[config.mk]
export PLATFORM = sky130hd
export DESIGN_NAME = ata_cmd_issuer
export DESIGN_NICKNAME = d
export VERILOG_FILES = /design/src/rtl/ata_iss_pkg.sv /design/src/rtl/ata_iss_form.sv /design/src/rtl/ata_iss_seq.sv /design/src/rtl/ata_cmd_issuer.sv
export SDC_FILE = /design/constraint.sdc
export NUM_CORES = 1
export LEC_CHECK = 0
export BUFFER_PORTS_ARGS = -buffer_cell sky130_fd_sc_hd__clkbuf_2
export CAP_MARGIN = 5
export CORE_MARGIN = 2
export CORE_UTILIZATION = 53
export DETAILED_ROUTE_END_ITERATION = 7
export PLACE_DENSITY = 0.84
export SYNTH_ARGS = -nofsm -noshare
export SYNTH_HDL_FRONTEND = slang
export SYNTH_HIERARCHICAL = 1
export SYNTH_SLANG_ARGS = --single-unit
[constraint.sdc]
create_clock -name clk -period 3.8 [get_ports clk]
set_clock_uncertainty 0.2 [all_clocks]
set_input_delay 0.57 -clock clk [delete_from_list [all_inputs] [get_ports clk]]
set_output_delay 0.57 -clock clk [all_outputs]
set_load 0.02 [all_outputs]
[src/rtl/ata_iss_pkg.sv]
package ata_iss_pkg;

    // Task-file register addresses
    localparam logic [3:0] TF_FEAT = 4'd1;
    localparam logic [3:0] TF_CNT  = 4'd2;
    localparam logic [3:0] TF_LBA0 = 4'd3;
    localparam logic [3:0] TF_LBA1 = 4'd4;
    localparam logic [3:0] TF_LBA2 = 4'd5;
    localparam logic [3:0] TF_DEV  = 4'd6;
    localparam logic [3:0] TF_CMD  = 4'd7;
    localparam logic [3:0] TF_STAT = 4'd7;

    // Opcodes
    localparam logic [7:0] OP_PIO_RD    = 8'h20;
    localparam logic [7:0] OP_PIO_WR    = 8'h30;
    localparam logic [7:0] OP_DMA_RD    = 8'hC8;
    localparam logic [7:0] OP_DMA_WR    = 8'hCA;
    localparam logic [7:0] OP_PIO_RD_X  = 8'h24;
    localparam logic [7:0] OP_PIO_WR_X  = 8'h34;
    localparam logic [7:0] OP_DMA_RD_X  = 8'h25;
    localparam logic [7:0] OP_DMA_WR_X  = 8'h35;

    localparam logic [7:0] DEV_BASE     = 8'hE0;

    // Error codes
    localparam logic [1:0] ERR_NONE     = 2'd0;
    localparam logic [1:0] ERR_TO_SEL   = 2'd1;
    localparam logic [1:0] ERR_TO_SETTLE = 2'd2;

    // Task-file step indices: 0..4 high bytes, 5..9 low bytes, 10 command
    localparam logic [3:0] STEP_LO   = 4'd5;
    localparam logic [3:0] STEP_LAST = 4'd10;

    typedef enum logic [2:0] {
        S_IDLE,
        S_POLL_SEL,
        S_RD_DEV,
        S_WR_DEV,
        S_SETTLE,
        S_POLL_SET,
        S_TASK
    } iss_state_t;

    typedef struct packed {
        logic        wr;
        logic        dma;
        logic [47:0] lba;
        logic [15:0] cnt;
        logic        dev;
    } iss_req_t;

endpackage

[src/rtl/ata_iss_form.sv]
module ata_iss_form
    import ata_iss_pkg::*;
#(
    parameter int SHORT_LBA_W = 28
) (
    input  iss_req_t    rq,
    input  logic [3:0]  step,
    output logic        is_ext,
    output logic [7:0]  dev_byte,
    output logic [3:0]  tf_addr,
    output logic [7:0]  tf_data
);
    localparam int SUM_W = 49;

    logic [SUM_W-1:0] end_sum;
    logic [7:0]       opcode;

    always_comb begin
        end_sum = {1'b0, rq.lba} + {{(SUM_W-16){1'b0}}, rq.cnt};
        is_ext  = (rq.cnt[15:8] != 8'd0) || (|end_sum[SUM_W-1:SHORT_LBA_W]);

        unique case ({is_ext, rq.dma, rq.wr})
            3'b000:  opcode = OP_PIO_RD;
            3'b001:  opcode = OP_PIO_WR;
            3'b010:  opcode = OP_DMA_RD;
            3'b011:  opcode = OP_DMA_WR;
            3'b100:  opcode = OP_PIO_RD_X;
            3'b101:  opcode = OP_PIO_WR_X;
            3'b110:  opcode = OP_DMA_RD_X;
            default: opcode = OP_DMA_WR_X;
        endcase

        dev_byte = DEV_BASE | {3'b000, rq.dev, 4'b0000}
                 | (is_ext ? 8'h00 : {4'h0, rq.lba[27:24]});

        unique case (step)
            4'd0:    begin tf_addr = TF_FEAT; tf_data = 8'h00;          end
            4'd1:    begin tf_addr = TF_CNT;  tf_data = rq.cnt[15:8];   end
            4'd2:    begin tf_addr = TF_LBA0; tf_data = rq.lba[31:24];  end
            4'd3:    begin tf_addr = TF_LBA1; tf_data = rq.lba[39:32];  end
            4'd4:    begin tf_addr = TF_LBA2; tf_data = rq.lba[47:40];  end
            4'd5:    begin tf_addr = TF_FEAT; tf_data = 8'h00;          end
            4'd6:    begin tf_addr = TF_CNT;  tf_data = rq.cnt[7:0];    end
            4'd7:    begin tf_addr = TF_LBA0; tf_data = rq.lba[7:0];    end
            4'd8:    begin tf_addr = TF_LBA1; tf_data = rq.lba[15:8];   end
            4'd9:    begin tf_addr = TF_LBA2; tf_data = rq.lba[23:16];  end
            default: begin tf_addr = TF_CMD;  tf_data = opcode;         end
        endcase
    end

endmodule

[src/rtl/ata_iss_seq.sv]
module ata_iss_seq
    import ata_iss_pkg::*;
#(
    parameter int SETTLE_CYCLES  = 80,
    parameter int TIMEOUT_CYCLES = 4096
) (
    input  logic        clk,
    input  logic        rst_n,
    input  logic        start,
    input  iss_req_t    start_rq,
    output iss_req_t    cur_rq,
    output logic [3:0]  cur_step,
    input  logic        is_ext,
    input  logic [7:0]  dev_byte,
    input  logic [3:0]  tf_addr,
    input  logic [7:0]  tf_data,
    output logic        busy,
    output logic        done,
    output logic        err,
    output logic [1:0]  err_code,
    output logic        bus_req,
    output logic        bus_we,
    output logic [3:0]  bus_addr,
    output logic [7:0]  bus_wdata,
    input  logic        bus_ack,
    input  logic [7:0]  bus_rdata
);
    localparam int TW = $clog2(TIMEOUT_CYCLES + 1);
    localparam int SW = $clog2(SETTLE_CYCLES + 1);
    localparam int CW = (TW > SW) ? TW : SW;
    localparam logic [CW-1:0] TO_LIM  = CW'(TIMEOUT_CYCLES);
    localparam logic [CW-1:0] SET_LIM = CW'(SETTLE_CYCLES - 1);

    typedef struct packed {
        iss_state_t   st;
        iss_req_t     rq;
        logic [3:0]   step;
        logic [CW-1:0] cnt;
        logic         tog;
        logic         req;
        logic         we;
        logic [3:0]   addr;
        logic [7:0]   wdata;
        logic         done;
        logic         err;
        logic [1:0]   code;
    } seq_t;

    seq_t q, d;

    always_comb begin
        d      = q;
        d.done = 1'b0;
        d.err  = 1'b0;
        unique case (q.st)
            S_IDLE: begin
                if (start) begin
                    d.rq   = start_rq;
                    d.st   = S_POLL_SEL;
                    d.cnt  = '0;
                    d.code = ERR_NONE;
                end
            end
            S_POLL_SEL, S_POLL_SET: begin
                if (q.cnt != TO_LIM) d.cnt = q.cnt + 1'b1;
                if (!q.req) begin
                    d.req  = 1'b1;
                    d.we   = 1'b0;
                    d.addr = TF_STAT;
                end else if (bus_ack) begin
                    d.req = 1'b0;
                    if (!bus_rdata[7]) begin
                        if (q.st == S_POLL_SEL) begin
                            d.st = S_RD_DEV;
                        end else begin
                            d.st   = S_TASK;
                            d.step = is_ext ? 4'd0 : STEP_LO;
                        end
                    end else if (q.cnt >= TO_LIM) begin
                        d.err  = 1'b1;
                        d.code = (q.st == S_POLL_SEL) ? ERR_TO_SEL : ERR_TO_SETTLE;
                        d.st   = S_IDLE;
                    end
                end
            end
            S_RD_DEV: begin
                if (!q.req) begin
                    d.req  = 1'b1;
                    d.we   = 1'b0;
                    d.addr = TF_DEV;
                end else if (bus_ack) begin
                    d.req = 1'b0;
                    d.tog = bus_rdata[4] ^ q.rq.dev;
                    d.st  = S_WR_DEV;
                end
            end
            S_WR_DEV: begin
                if (!q.req) begin
                    d.req   = 1'b1;
                    d.we    = 1'b1;
                    d.addr  = TF_DEV;
                    d.wdata = dev_byte;
                end else if (bus_ack) begin
                    d.req = 1'b0;
                    d.cnt = '0;
                    if (q.tog) begin
                        d.st = S_SETTLE;
                    end else begin
                        d.st   = S_TASK;
                        d.step = is_ext ? 4'd0 : STEP_LO;
                    end
                end
            end
            S_SETTLE: begin
                d.cnt = q.cnt + 1'b1;
                if (q.cnt >= SET_LIM) begin
                    d.st  = S_POLL_SET;
                    d.cnt = '0;
                end
            end
            S_TASK: begin
                if (!q.req) begin
                    d.req   = 1'b1;
                    d.we    = 1'b1;
                    d.addr  = tf_addr;
                    d.wdata = tf_data;
                end else if (bus_ack) begin
                    d.req = 1'b0;
                    if (q.step == STEP_LAST) begin
                        d.done = 1'b1;
                        d.st   = S_IDLE;
                    end else begin
                        d.step = q.step + 4'd1;
                    end
                end
            end
            default: d.st = S_IDLE;
        endcase
    end

    always_ff @(posedge clk) begin
        if (!rst_n) begin
            q <= '0;
            q.st <= S_IDLE;
        end else begin
            q <= d;
        end
    end

    assign cur_rq    = q.rq;
    assign cur_step  = q.step;
    assign busy      = (q.st != S_IDLE);
    assign done      = q.done;
    assign err       = q.err;
    assign err_code  = q.code;
    assign bus_req   = q.req;
    assign bus_we    = q.we;
    assign bus_addr  = q.addr;
    assign bus_wdata = q.wdata;

    assert_bus_hold_R12: assert property (@(posedge clk) disable iff (!rst_n)
        (bus_req && !bus_ack) |=> (bus_req && $stable(bus_we) && $stable(bus_addr) && $stable(bus_wdata)));

    assert_done_after_cmd_R8: assert property (@(posedge clk) disable iff (!rst_n)
        done |-> $past(bus_req && bus_ack && bus_we && bus_addr == TF_CMD));

    assert_done_err_excl_R10: assert property (@(posedge clk) disable iff (!rst_n)
        !(done && err));

    assert_err_code_R10: assert property (@(posedge clk) disable iff (!rst_n)
        err |-> (err_code != ERR_NONE) && !busy);

    assert_dev_bit_R6: assert property (@(posedge clk) disable iff (!rst_n)
        (bus_req && bus_we && bus_addr == TF_DEV) |-> (bus_wdata[4] == q.rq.dev));

    assert_idle_quiet_R1: assert property (@(posedge clk) disable iff (!rst_n)
        !busy |-> !bus_req);

endmodule

[src/rtl/ata_cmd_issuer.sv]
module ata_cmd_issuer
    import ata_iss_pkg::*;
#(
    parameter int SETTLE_CYCLES  = 80,
    parameter int TIMEOUT_CYCLES = 4096,
    parameter int SHORT_LBA_W    = 28
) (
    input  logic        clk,
    input  logic        rst_n,
    input  logic        start,
    input  logic        rq_write,
    input  logic        rq_dma,
    input  logic [47:0] rq_lba,
    input  logic [15:0] rq_count,
    input  logic        rq_dev,
    output logic        busy,
    output logic        done,
    output logic        err,
    output logic [1:0]  err_code,
    output logic        bus_req,
    output logic        bus_we,
    output logic [3:0]  bus_addr,
    output logic [7:0]  bus_wdata,
    input  logic        bus_ack,
    input  logic [7:0]  bus_rdata
);
    iss_req_t   start_rq, cur_rq;
    logic [3:0] cur_step;
    logic       is_ext;
    logic [7:0] dev_byte;
    logic [3:0] tf_addr;
    logic [7:0] tf_data;

    assign start_rq = '{wr: rq_write, dma: rq_dma, lba: rq_lba, cnt: rq_count, dev: rq_dev};

    ata_iss_form #(
        .SHORT_LBA_W (SHORT_LBA_W)
    ) u_form (
        .rq       (cur_rq),
        .step     (cur_step),
        .is_ext   (is_ext),
        .dev_byte (dev_byte),
        .tf_addr  (tf_addr),
        .tf_data  (tf_data)
    );

    ata_iss_seq #(
        .SETTLE_CYCLES  (SETTLE_CYCLES),
        .TIMEOUT_CYCLES (TIMEOUT_CYCLES)
    ) u_seq (
        .clk       (clk),
        .rst_n     (rst_n),
        .start     (start),
        .start_rq  (start_rq),
        .cur_rq    (cur_rq),
        .cur_step  (cur_step),
        .is_ext    (is_ext),
        .dev_byte  (dev_byte),
        .tf_addr   (tf_addr),
        .tf_data   (tf_data),
        .busy      (busy),
        .done      (done),
        .err       (err),
        .err_code  (err_code),
        .bus_req   (bus_req),
        .bus_we    (bus_we),
        .bus_addr  (bus_addr),
        .bus_wdata (bus_wdata),
        .bus_ack   (bus_ack),
        .bus_rdata (bus_rdata)
    );

endmodule

==> results.md <==
* P&R area growth vs syn at 8.36%
* Pwr per Cell Area at about 380 nW/µm²
* Buf/Inv on CP at 1
* Initial core utilization at 0.538
* Crit Path Max Fanout at 5
* Post-synth EDFFs at 0
* Most common cell on crit path: nand4_1
* Post-synth top cells: nand2_1 (188), a21oi_1 (117), dfxtp_1 (106)
* Vias in the first global route at 6,549
* TritonRoute pass-1 iters at 6
* Port Buffers at 91
* Ranking of synthesized cells by area: dfxtp_1 (29%), nand2_1 (9.6%), buf_4 (9.2%), a21oi_1 (7.9%), ha_1 (3.2%)
* Largest area contributor in the synthesized netlist: dfxtp_1
* Clock root cell: clkbuf_16
* First-pass GRT wire length at around 34,000 µm
* DR iter-0 viols at 1,190
* Reg2Reg Launch Point: u_seq/cur_rq[36]$_SDFFE_PN0P_
* Mapped cell area at 7380 µm²
* Clock buffer depth at 2
* CP Capture Type: register
* Std cell rows at 43
* # diodes at 0
* DPL Wire Length at about 16,000 µm
* Post-DRT Antenna Nets at 0
* Total power at 3.03 mW
* Most frequent cell after synthesis: nand2_1
* Crit. Startpoint: u_seq/cur_rq[36]$_SDFFE_PN0P_
* WL/cell at about 19 µm
* # setup viols final at 0
* CTS tree: done
* Worst EP arrival at 3.81 ns
* Slowest library cell on the worst path: dfxtp_1
* CTS Hold Bufs at 0
* Syn Area/Cell at 7.56 µm²
* Largest net degree at the start of global routing at 53
* Crit Path Class: register to register
* Final min period at 3.75 ns
* Worst-path cell chain: nand4_1 -> nor4_2 -> nand2_1 -> a221oi_1 -> nand4_1 -> or4_4 -> nor4_4 -> buf_4 -> and2_4 -> a41o_1 -> mux2i_1 -> a311oi_1
* Critical path depth at 12
* DR vias at 7,315
* Sequential share of the synthesized area at 0.288
* Async SR Flop Fraction at 0
* Die height at ~120 µm
* Worst reg2reg endpoint: u_seq/bus_wdata[1]$_SDFFE_PN0P_
* Synth warn at 6
* Status: finished clean
* Final hold violations at 0
* CP max stage delay at 0.47 ns
* Worst R2R Path Depth at 12
* Hold WC Path Type: input pin to register
* VDD IR max at 233 µV
* CP endpoint: u_seq/bus_wdata[1]$_SDFFE_PN0P_
* GR Overflow Total at 0
* Total wire length at 22,100 µm
* Residual DRC at 0
* Worst EP required at 3.86 ns
* Drt via density at ~6
* Clock sink total at about 110
* Pins over their slew limit at 0
* Placed Area at 7650 µm²
* Fmax at 267 MHz
* Fin crit share at 0.986
* Clk slew on worst S/H paths at around 0.070 ns
* R2R Setup Slk at 0.05 ns
* Initial antenna violation count at 0
* Core Footprint at 13,700 µm²
* Total Nets Final at 1,101
* Clock Latency Late Sink at 0.36 ns
* Top delay family on crit path: simple AND/OR/NAND/NOR gates
* Max Cap Viol at 0
* Top FF cell, synth: dfxtp_1
* # IOs at 98
* H-tree depth at 3
* Leakage at 3.13 nW
* Layout cells sized above 1 at 0.227
* Final GP Congestion at 1.07
* Setup TNS at 0 ns
* Crit path launch type: register
* CTS Buf Count at 9
* Slew HR at 0.397
* Slew @ Worst Pin at 0.903 ns
* Die area at 14,900 µm²
* Cells after synthesis at about 980
* Die Wd at about 120 µm
* Netlist cell types at 86
* Tot GR Track Use at 0.292
* Post-synth top area share at 0.288
* Seq cells post-synth at 106
* Design Area, Final at between 7000 and 8000 µm²
==> worst reg2reg max path, delay by kind of cell, from the launching register on <==
family	cells	cell delay (ns)
and+or+nand+nor	7	1.90
AOI/OAI and AO/OA	3	0.83
DFF	1	0.47
buffers and inverters	1	0.19
muxes	1	0.07
==> flip-flops by register name, indices dropped and copies added, names as in the netlist <==
| register | flops |
|---|---|
| u_seq/done | 1 |
| u_seq/cur_step | 4 |
| u_seq/bus_wdata | 8 |
| u_seq/q | 17 |
| u_seq/err_code | 2 |
| u_seq/cur_rq | 67 |
| u_seq/bus_req | 1 |
| u_seq/bus_we | 1 |
| u_seq/err | 1 |
| u_seq/bus_addr | 4 |
==> how the worst min path moves through the flow <==
stage	start	depth (start not counted)	endpoint	slack (ns)
3_5_place_dp	u_seq/bus_we$_SDFFE_PN0P_	2	u_seq/bus_we$_SDFFE_PN0P_	0.27
4_1_cts	rq_lba[42]	3	u_seq/cur_rq[59]$_SDFFE_PN0P_	0.22
5_1_grt	rq_lba[34]	3	u_seq/cur_rq[51]$_SDFFE_PN0P_	0.24
6_report	rq_lba[40]	3	u_seq/cur_rq[57]$_SDFFE_PN0P_	0.23
2_1_floorplan	u_seq/cur_rq[10]$_SDFFE_PN0P_	2	u_seq/cur_rq[10]$_SDFFE_PN0P_	0.24
3_3_place_gp	u_seq/bus_we$_SDFFE_PN0P_	2	u_seq/bus_we$_SDFFE_PN0P_	0.26
==> stage by stage <==
stage               instances  hold slack, ns  setup slack [ns]  utilization
floorplan                 977           0.237             0.261            -
global placement         1172           0.261             0.107        0.557
detailed placement       1172           0.267            0.0209        0.557
CTS                      1188           0.224            0.0184        0.577
global route             1188           0.240           -0.0891        0.583
finish                   1188           0.230            0.0542        0.583
==> power by group <==
group | total (mW) | switching, mW | internal, mW
Clock | 0.884 | 0.433 | 0.451
Combinational | 0.822 | 0.502 | 0.320
Sequential | 1.32 | 0.116 | 1.20
==> cells by family (layout without fill, tap and decap cells) <==
logic type      after synthesis  after routing  synth area share
simple gates                382            382             0.259
compound gates              264            264             0.232
buf+inv                     171            202             0.144
flops                       106            106             0.288
mux                          24             24            0.0360
fa+ha+maj                    19             19            0.0322
xor+xnor                      7              7           0.00831
other cells                   2              4           0.00102
==> placed cells by master (no fill, tap or decap), types with 10 or more instances in the layout <==
cell and n:
a31oi_1 11, mux2_2 10, o21ai_0 18, a22oi_1 11, dfxtp_1 106, buf_4 75
nand3_1 24, inv_1 19, ha_1 17, nand2_1 187, a311oi_1 10, mux2i_1 13
nor2_1 38, a21oi_1 116, nand4_1 20, a211oi_1 15, clkbuf_2 91, nor3_1 20
o22ai_1 11
==> cell type report <==
cell class,count,area [µm²]
multi-input cells,700,4280
flip-flops and latches,106,2120
clock buffers,11,233
fillers,1221,5730
clock inverters,5,38.8
well taps,180,225
repair buffers,166,1020
inverters,20,75.1
==> routing by layer <==
layer | routed length [µm] | vias up | share of wire | global-route usage
met4 | 578 | 0 | 0.026 | 0.0819
met5 | 0 | - | 0 | 0
met2 | 9860 | 408 | 0.45 | 0.456
li1 | - | 3493 | - | -
met1 | 9660 | 3351 | 0.44 | 0.420
met3 | 1960 | 63 | 0.089 | 0.0407
==> what timing repair did <==
item / 4_1_cts / 5_1_grt
gates resized for setup: 0 / 12
buffers inserted: 0 / 0
endpoints found under the setup margin: 0 / 10
No activity file was read; power rests on OpenSTA's default activity.
